`src/rtl/flash_cmd_decoder.sv`:
```
module flash_cmd_decoder #(
  parameter int AW = 24,
  parameter int DW = 16,
  parameter int BUF_WORDS = 512,
  localparam int CW = $clog2(BUF_WORDS)
) (
  input  logic          clk,
  input  logic          rst_n,
  input  logic          wr_en,
  input  logic [AW-1:0] wr_addr,
  input  logic [DW-1:0] wr_data,
  input  logic          eng_done,
  input  logic          eng_err,
  output logic [1:0]    rd_mode,
  output logic [7:0]    status,
  output logic          job_start,
  output logic [1:0]    job_kind,
  output logic [AW-1:0] job_addr,
  output logic [DW-1:0] job_data,
  output logic [CW-1:0] job_count,
  output logic          buf_push,
  output logic [DW-1:0] buf_word,
  output logic          susp_req
);
  typedef enum logic [2:0] {S_IDLE, S_PROG, S_ERASE, S_BCNT, S_BDATA, S_BCONF, S_ECONF, S_RUN} st_t;
  localparam logic [1:0] M_ARRAY = 2'd0, M_STAT = 2'd1, M_ID = 2'd2, M_QRY = 2'd3;
  localparam logic [1:0] K_WORD = 2'd0, K_BUF = 2'd1, K_ERASE = 2'd2, K_ENH = 2'd3;

  st_t st;
  logic err_p, err_e;
  logic [CW-1:0] rem;
  logic [7:0] cmd;
  logic is_conf;

  assign cmd     = wr_data[7:0];
  assign is_conf = (cmd == 8'hD0);
  assign status  = {st != S_RUN, 1'b0, err_e, err_p, 4'b0};

  always_ff @(posedge clk) begin
    if (!rst_n) begin
      st        <= S_IDLE;
      rd_mode   <= M_ARRAY;
      err_p     <= 1'b0;
      err_e     <= 1'b0;
      rem       <= '0;
      job_start <= 1'b0;
      job_kind  <= K_WORD;
      job_addr  <= '0;
      job_data  <= '0;
      job_count <= '0;
      buf_push  <= 1'b0;
      buf_word  <= '0;
      susp_req  <= 1'b0;
    end else begin
      job_start <= 1'b0;
      buf_push  <= 1'b0;
      susp_req  <= 1'b0;
      if (st == S_RUN) begin
        if (eng_done) begin
          st <= S_IDLE;
          if (eng_err) begin
            if (job_kind == K_ERASE) err_e <= 1'b1;
            else                     err_p <= 1'b1;
          end
        end else if (wr_en && job_kind != K_ENH) begin
          if (cmd == 8'h70)      rd_mode  <= M_STAT;
          else if (cmd == 8'hB0) susp_req <= 1'b1;
        end
      end else if (wr_en) begin
        case (st)
          S_IDLE: begin
            case (cmd)
              8'hFF: rd_mode <= M_ARRAY;
              8'h70: rd_mode <= M_STAT;
              8'h90: rd_mode <= M_ID;
              8'h98: rd_mode <= M_QRY;
              8'h50: begin err_p <= 1'b0; err_e <= 1'b0; end
              8'h40: begin st <= S_PROG;  rd_mode <= M_STAT; end
              8'h20: begin st <= S_ERASE; rd_mode <= M_STAT; end
              8'hE8: begin st <= S_BCNT;  rd_mode <= M_STAT; end
              8'h80: begin st <= S_ECONF; rd_mode <= M_STAT; end
              default: ;
            endcase
          end
          S_PROG: begin
            st <= S_RUN; job_start <= 1'b1; job_kind <= K_WORD;
            job_addr <= wr_addr; job_data <= wr_data;
          end
          S_BCNT: begin
            if (32'(wr_data) >= BUF_WORDS) begin
              st <= S_IDLE; err_p <= 1'b1; err_e <= 1'b1;
            end else begin
              st <= S_BDATA; rem <= wr_data[CW-1:0]; job_count <= wr_data[CW-1:0];
            end
          end
          S_BDATA: begin
            buf_push <= 1'b1;
            buf_word <= wr_data;
            if (rem == '0) st <= S_BCONF;
            else           rem <= rem - 1'b1;
          end
          S_ERASE, S_BCONF, S_ECONF: begin
            if (is_conf) begin
              st <= S_RUN; job_start <= 1'b1; job_addr <= wr_addr; job_data <= wr_data;
              job_kind <= (st == S_ERASE) ? K_ERASE : (st == S_BCONF) ? K_BUF : K_ENH;
            end else begin
              st <= S_IDLE; err_p <= 1'b1; err_e <= 1'b1;
            end
          end
          default: st <= S_IDLE;
        endcase
      end
    end
  end

  a_r4_start_in_status: assert property (@(posedge clk) disable iff (!rst_n)
    job_start |-> (rd_mode == M_STAT && !status[7]));

  a_r6_bad_erase_confirm: assert property (@(posedge clk) disable iff (!rst_n)
    (st == S_ERASE && wr_en && cmd != 8'hD0) |=> (status[5:4] == 2'b11 && rd_mode == M_STAT && !job_start));

  a_r8_oversize_count: assert property (@(posedge clk) disable iff (!rst_n)
    (st == S_BCNT && wr_en && 32'(wr_data) >= BUF_WORDS) |=> (!buf_push && st == S_IDLE && status[5:4] == 2'b11));

  a_r9_busy_filter: assert property (@(posedge clk) disable iff (!rst_n)
    (st == S_RUN && wr_en && !eng_done && cmd != 8'h70) |=> ($stable(rd_mode) && $stable(status[5:4]) && !job_start));

  a_r3_clear_only_by_cmd: assert property (@(posedge clk) disable iff (!rst_n)
    ($fell(err_p) || $fell(err_e)) |-> $past(st == S_IDLE && wr_en && cmd == 8'h50));

  a_r11_enhanced_no_suspend: assert property (@(posedge clk) disable iff (!rst_n)
    (st == S_RUN && job_kind == K_ENH) |=> !susp_req);

  a_r7_single_pulse: assert property (@(posedge clk) disable iff (!rst_n)
    $onehot0({job_start, buf_push, susp_req}));
endmodule

```
`config.mk`:
```
export PLATFORM = sky130hd
export DESIGN_NAME = flash_cmd_decoder
export DESIGN_NICKNAME = d
export VERILOG_FILES = /design/src/rtl/flash_cmd_decoder.sv
export SDC_FILE = /design/constraint.sdc
export NUM_CORES = 1
export LEC_CHECK = 0
export BUFFER_PORTS_ARGS = -buffer_cell sky130_fd_sc_hd__buf_2
export CAP_MARGIN = 20
export CORE_MARGIN = 3
export CORE_UTILIZATION = 40
export DETAILED_ROUTE_END_ITERATION = 10
export GPL_ROUTABILITY_DRIVEN = 0
export HOLD_SLACK_MARGIN = 0.1
export PLACE_DENSITY = 0.65
export SYNTH_ARGS = -nofsm -noshare
export SYNTH_HDL_FRONTEND = slang
export SYNTH_SLANG_ARGS = --single-unit
export TNS_END_PERCENT = 30
```
`constraint.sdc`:
```
create_clock -name clk -period 2.6 [get_ports clk]
set_input_delay 0.13 -clock clk [delete_from_list [all_inputs] [get_ports clk]]
set_output_delay 0.13 -clock clk [all_outputs]
set_load 0.1 [all_outputs]
```
==> flow_metrics.env, run 1 <==
export IMPL_htree_levels=3
export IMPL_vias=3935
export IMPL_cts_buffer_depth=2
export IMPL_synthTopCellsByArea="dfxtp_1 43%, nand2_1 10%, nand3_1 6.6%"
export IMPL_synth_distinct_cells=58
export IMPL_grt_remaining_overflow=0
export IMPL_powerDensity_mw_per_mm2=527
export IMPL_grt_pass1_wl_mm=18.3
export IMPL_relSlewSlack_pct=54.6
export IMPL_endpoint_kind="register"
export IMPL_clock_latency_ns=0.35
export IMPL_worstSetupPathType="in -> reg"
export IMPL_io_buffers=119
export IMPL_fp_row_count=35
export IMPL_finalHoldViolCount=0
export IMPL_timing_fmax_mhz=412
export IMPL_synth_avg_cell_area_sq_um=7.82
export IMPL_cts_num_sinks=86
export IMPL_slew_violations=0
export IMPL_drt_wl_total_mm=11.4
export IMPL_peakVddDrop_uv=325
export IMPL_path_clk_slew_ns=0.08
export IMPL_crit_reg2reg_launch="rem[4]$_SDFFE_PN0P_"
export IMPL_die_h_um=106
export IMPL_num_fill_cells=906
export IMPL_cts_made_buffers=9
export IMPL_skew_ns=0.00864
export IMPL_layout_nets=681
export IMPL_hp_class="in -> reg"
export IMPL_grt_pass1_vias=3686
export IMPL_worst_pin_slew_ns=0.676
export IMPL_yosys_top_cells_count="110 x nand2_1, 86 x dfxtp_1, 52 x nand3_1, 44 x a21oi_1, 31 x o21ai_1"
export IMPL_hpwl_mm=7.62
export IMPL_worstPathMaxFanout=81
export IMPL_fin_tns_setup_ns=0
export IMPL_r2r_end="rem[0]$_SDFFE_PN0P_"
export IMPL_post_cts_buffers=0
export IMPL_area_growth_pct=28.3
export IMPL_netlist_area_sq_mm=0.00396
export IMPL_crit_arrival_ns=2.66
export IMPL_synth_ff_type="dfxtp_1"
export IMPL_first_iter_violations=289
export IMPL_drc=0
export IMPL_maxCapViolCount=0
export IMPL_worst_ep_required_time_ns=2.83
export IMPL_holdWs_ns=0.136
export IMPL_wl_per_cell_um=14.8
export IMPL_min_period_ns=2.43
export IMPL_die_x_um=106
export IMPL_rrSetupSlack_ns=0.42
export IMPL_ys_seq_area_share_pct=43.4
export IMPL_viasPerCell=5.12
export IMPL_coreArea_sq_mm=0.00942
export IMPL_die_area_sq_mm=0.0111
export IMPL_async_flop_share_pct=0
export IMPL_synth_edf_count=0
export IMPL_io_pins=125
export IMPL_first_pass_iters=4
export IMPL_outcome="finished, final reports clean"
export IMPL_yosysTopAreaCellShare_pct=43.4
export IMPL_period_share_pct=93.3
export IMPL_cts_tree="built"
export IMPL_initial_utilization_pct=42.1
export IMPL_grt_antenna_before_repair=0
export IMPL_setup_viol=0
export IMPL_drive_above_1_share_pct=25.5
export IMPL_synthCells=507
export IMPL_rsz0062_at_grt="no"
export IMPL_synth_area_leader_cell="dfxtp_1"
export IMPL_yosys_cell_count_top_type="nand2_1"
export IMPL_ys_ff_latch=86
export IMPL_cp_start_kind="input port"
export IMPL_r2r_cells=6
export IMPL_power_leakage_nw=2.12
export IMPL_crit_start="wr_data[0]"
export IMPL_track_usage_pct=20.2
export IMPL_n_antenna_cell=0
export IMPL_grt_max_degree=82
export IMPL_cts_root_buf="clkbuf_8"
export IMPL_crit_path_end="job_data[7]$_SDFFE_PN0P_"
export IMPL_drtAntennaViolNets=0
export IMPL_synth_warning_count=0
-- layout make-up --
type | count | area, sq um | share of cell area (%)
multi-input cells | 367 | 1930 | 38.0
flip-flops and latches | 86 | 1720 | 33.9
repair buffers | 161 | 1010 | 19.8
well taps | 129 | 161 | 3.17
clock buffers | 10 | 138 | 2.71
clock inverters | 6 | 92.6 | 1.82
inverters | 9 | 33.8 | 0.664
-- per-layer routing --
metal	global-route usage, %	wire, um	vias to the layer above
met5	0	0	-
met1	26.4	5140	1767
met3	4.84	836	19
met4	6.66	219	0
li1	-	-	2008
met2	32.7	5170	141
-- how the worst min path moves through the flow --
stage          startpoint                  endpoint  slack [ns]  cells after the start
4_1_cts        wr_data[2]  job_data[2]$_SDFFE_PN0P_        0.12                      3
3_5_place_dp   wr_addr[2]  job_addr[2]$_SDFFE_PN0P_        0.38                      3
2_1_floorplan  wr_addr[0]  job_addr[0]$_SDFFE_PN0P_        0.26                      2
3_3_place_gp   wr_addr[4]  job_addr[4]$_SDFFE_PN0P_        0.37                      3
5_1_grt        wr_data[2]  job_data[2]$_SDFFE_PN0P_        0.12                      3
6_report       wr_data[3]  job_data[3]$_SDFFE_PN0P_        0.14                      3
-- logic make-up (layout without fill, tap and decap cells) --
kind of cell	Yosys count	count (layout)	share of synthesized area, %
adder cells (fa/ha/maj)	2	2	0.631
flip-flops	86	86	43.4
AND/OR/NAND/NOR	225	225	26.4
AO/OA/AOI/OAI	132	132	20.6
XOR/XNOR	3	3	0.663
buffers and inverters	58	186	8.21
other	1	5	0.0946
-- stage by stage --
step / setup slack, ns / area (sq um) / utilization (%) / instances / total power (W)
6_report: 0.175 / 5080 / 54.0 / 768 / 0.00268
5_1_grt: 0.0610 / 5080 / 54.0 / 768 / 0.00278
4_1_cts: 0.206 / 5080 / 54.0 / 768 / 0.00271
3_5_place_dp: 0.305 / 4520 / 48.1 / 719 / 0.00158
3_3_place_gp: 0.360 / 4520 / 48.1 / 719 / 0.00158
2_1_floorplan: 0.138 / 3980 / - / 511 / 0.00152
-- worst max-delay path, cell delays in order --
cell,delay [ns]
dlygate4sd3_1,0.55
buf_2,0.18
or4_4,0.51
or3_1,0.52
a21oi_4,0.23
o21ai_4,0.08
buf_12,0.22
nand3_1,0.12
o21ai_1,0.07
-- placed cells by master, fill, tap and decap left out, drive strengths merged, types with 10 or more instances in the layout --
master / netlist / layout
dfxtp: 86 / 86
nor2: 16 / 16
a21oi: 45 / 45
o21ai: 57 / 57
clkbuf: 26 / 10
buf: 23 / 128
dlygate4sd3: 0 / 33
nand3: 53 / 53
inv: 8 / 10
nor3: 10 / 10
nand2: 110 / 110
-- flip-flops by register name, summed over array words and instances, names as in the netlist --
register	cells
job_kind	2
job_data	16
buf_push	1
rd_mode	2
err_e	1
job_addr	24
job_start	1
rem	9
susp_req	1
buf_word	16
job_count	9
err_p	1
st	3
-- repair_timing --
action | 4_1_cts | 5_1_grt
hold endpoints to repair | 42 | 0
resized for setup | 0 | 0
hold buffers | 33 | 0
-- power by group --
| part | total [W] | switching (W) | internal [W] | leakage (nW) |
|---|---|---|---|---|
| logic | 0.000265 | 0.000178 | 0.0000865 | 1.32 |
| clock network | 0.00109 | 0.000515 | 0.000576 | 0.115 |
| registers | 0.00132 | 0.00000292 | 0.00132 | 0.692 |
(Power assumes the default switching activity.)
==> inputs of run 2 (changes only) <==
Settings changed: ABC_AREA set to 1.
==> flow_metrics.env, run 2 <==
export IMPL_grt_remaining_overflow=0
export IMPL_n_antenna_cell=0
export IMPL_power_leakage_nw=2.27
export IMPL_path_cells="dlygate4sd3_1, buf_2, nor2_1, nor3b_1, nand4_1, o21ai_0, a21oi_1"
export IMPL_cp_depth=7
export IMPL_grt_pass1_wl_mm=19.2
export IMPL_io_buffers=119
export IMPL_vias=4164
export IMPL_first_pass_iters=5
export IMPL_use_met1_pct=27.3
export IMPL_synth_compound_area_share_pct=13.7
export IMPL_cts_tree="built"
export IMPL_wl_per_cell_um=14.1
export IMPL_cts_root_buf="clkbuf_8"
export IMPL_drive_above_1_share_pct=24.2
export IMPL_cp_start_kind="input port"
export IMPL_synth_edf_count=0
export IMPL_hpwl_mm=7.94
export IMPL_synth_area_leader_cell="dfxtp_1"
export IMPL_fin_tns_setup_ns=0
export IMPL_rrSetupSlack_ns=0.59
export IMPL_path_clk_slew_ns=0.09
export IMPL_min_to="job_data[5]$_SDFFE_PN0P_"
export IMPL_outcome="finished, final reports clean"
export IMPL_fp_row_count=35
export IMPL_yosys_top_cells_count="130 x nand2_1, 86 x dfxtp_1, 83 x a21oi_1, 79 x nand3_1, 39 x nor2_1"
export IMPL_viasPerCell=5.01
export IMPL_power_frac_comb_pct=11.1
export IMPL_initial_utilization_pct=42.2
export IMPL_yosys_area_share_simple_pct=32.3
export IMPL_power_net_switching_w=0.000711
export IMPL_first_iter_violations=316
export IMPL_track_usage_pct=21.0
export IMPL_worstSetupPathType="in -> reg"
export IMPL_crit_family="simple AND/OR/NAND/NOR gates"
export IMPL_cts_made_buffers=9
export IMPL_grt_busiest_layer="met2"
export IMPL_cts_num_sinks=86
export IMPL_worst_ep_required_time_ns=2.83
export IMPL_die_h_um=106
export IMPL_post_place_cells=780
export IMPL_holdBufCountCts=35
export IMPL_layout_nets=744
export IMPL_r2r_cells=5
export IMPL_drc=0
export IMPL_slew_violations=0
export IMPL_worstPathMaxFanout=18
export IMPL_max_stage_delay_ns=0.63
export IMPL_grt_pass1_vias=3951
export IMPL_sequentialPowerShare_pct=52.4
export IMPL_synth_top_family_by_area="simple AND/OR/NAND/NOR gates"
export IMPL_skew_ns=0.0106
export IMPL_cp_slowest_cell="nand4_1"
export IMPL_cp_num_buf_inv=2
export IMPL_r2r_end="job_count[6]$_SDFFE_PN0P_"
export IMPL_peakVddDrop_uv=237
export IMPL_worst_pin_slew_ns=0.743
export IMPL_grt_antenna_before_repair=0
export IMPL_hp_start="wr_data[5]"
export IMPL_async_flop_share_pct=0
export IMPL_synth_avg_cell_area_sq_um=7.15
export IMPL_yosys_cell_count_top_type="nand2_1"
export IMPL_hp_class="in -> reg"
export IMPL_die_x_um=106
export IMPL_min_period_ns=2.12
export IMPL_synthXorXnorAreaFrac_pct=0.219
export IMPL_drt_wl_total_mm=11.7
export IMPL_ys_seq_area_share_pct=43.1
export IMPL_ctsResizeCount=0
export IMPL_top_register="job_addr"
export IMPL_finalHoldViolCount=0
export IMPL_endpoint_kind="register"
export IMPL_use_met2_pct=34.0
export IMPL_crit_arrival_ns=2.35
export IMPL_crit_reg2reg_launch="st[0]$_SDFFE_PN0P_"
export IMPL_netlist_area_sq_mm=0.00400
export IMPL_clock_latency_ns=0.36
export IMPL_powerDensity_mw_per_mm2=494
export IMPL_drtAntennaViolNets=0
export IMPL_synth_distinct_cells=35
export IMPL_synth_ff_type="dfxtp_1"
export IMPL_pwr_share_clk_pct=36.5
export IMPL_cts_buffer_depth=2
export IMPL_coreArea_sq_mm=0.00946
export IMPL_reg_top3="job_addr x24, buf_word x16, job_data x16"
export IMPL_yosysTopAreaCellShare_pct=43.1
export IMPL_synthCells=559
export IMPL_crit_start="wr_data[15]"
export IMPL_synthTopCellsByArea="dfxtp_1 43%, nand2_1 12%, a21oi_1 10%"
export IMPL_use_met3_pct=4.55
export IMPL_io_pins=125
export IMPL_timing_fmax_mhz=471
export IMPL_worst_hold_path_num_cells=3
export IMPL_synth_warning_count=0
export IMPL_swShare_pct=28.1
export IMPL_stdcell_count=831
export IMPL_muxShareOfSynthArea_pct=0
export IMPL_setup_viol=0
export IMPL_ys_ff_latch=86
export IMPL_final_common_cell="nand2_1"
export IMPL_htree_levels=3
export IMPL_grt_max_degree=54
export IMPL_p_int_w=0.00182
export IMPL_rsz0062_at_grt="no"
export IMPL_layout_common_cells="130 x nand2_1, 119 x buf_2, 86 x dfxtp_1"
export IMPL_largest_reg_flops=24
export IMPL_period_share_pct=81.6
export IMPL_post_cts_buffers=0
export IMPL_area_growth_pct=28.0
export IMPL_die_area_sq_mm=0.0112
export IMPL_synthAdderAreaFrac_pct=0.626
export IMPL_relSlewSlack_pct=50.3
export IMPL_maxCapViolCount=0
==> run 2: cell types whose count changed after synthesis, sizes merged, moves of 5 or more <==
cell	previous run	this run
nand3	53	80
o21ai	57	22
a21oi	45	84
inv	8	45
nor3	10	4
clkbuf	26	8
o31ai	6	1
nand2	110	140
nor2	16	44
==> run 2: cell families (layout without fill, tap and decap cells) <==
logic type	Yosys count	count (layout)
and+or+nand+nor	281	281
AOI/OAI and AO/OA	108	108
DFF	86	86
buffers and inverters	80	219
adders and majority gates	2	2
other	1	5
xor gates and xnor gates	1	1
==> run 2: routing by layer <==
metal | routed length [um] | up-vias
li1 | - | 2099
met1 | 5280 | 1882
met2 | 5400 | 161
met3 | 797 | 22
met4 | 250 | 0
met5 | 0 | -
==> run 2: final cells by class <==
type	count	area [sq um]
inverter	45	171
clock inverter	5	41.3
clock buffer	11	151
fill	972	4350
tap	129	161
multi-input combinational	397	1890
timing repair buffer	158	976
sequential	86	1720
==> run 2: stage by stage <==
| step | util, % | total power (W) | instance area [sq um] | worst slack (ns) | hold WS (ns) |
|---|---|---|---|---|---|
| 2_1_floorplan | - | 0.00152 | 4010 | 0.818 | 0.282 |
| 3_3_place_gp | 48.3 | 0.00159 | 4570 | 0.658 | 0.405 |
| 3_5_place_dp | 48.3 | 0.00159 | 4570 | 0.629 | 0.411 |
| 4_1_cts | 54.1 | 0.00254 | 5110 | 0.469 | 0.111 |
| 5_1_grt | 54.1 | 0.00262 | 5110 | 0.244 | 0.131 |
| 6_report | 54.1 | 0.00253 | 5110 | 0.478 | 0.119 |
==> run 2: worst max-delay path by stage <==
stage,to,slack (ns)
6_report,job_count[6]$_SDFFE_PN0P_,0.48
5_1_grt,job_count[6]$_SDFFE_PN0P_,0.24
4_1_cts,job_count[6]$_SDFFE_PN0P_,0.47
3_5_place_dp,job_count[6]$_SDFFE_PN0P_,0.63
3_3_place_gp,job_count[6]$_SDFFE_PN0P_,0.66
2_1_floorplan,rd_mode[0]$_SDFFE_PN0P_,0.82
==> run 2: tightest hold or removal path, delay by kind of cell <==
kind / cells / cell delay, ns
and+or+nand+nor: 1 / 0.10
buffers and inverters: 1 / 0.14
AOI/OAI and AO/OA: 1 / 0.07
==> run 2: power groups by stage <==
stage	Clock (W)	Sequential [W]	Combinational (W)
2_1_floorplan	0	0.00139	0.000128
3_3_place_gp	0	0.00136	0.000236
3_5_place_dp	0	0.00136	0.000237
4_1_cts	0.000938	0.00132	0.000278
5_1_grt	0.000988	0.00133	0.000303
6_report	0.000921	0.00132	0.000280
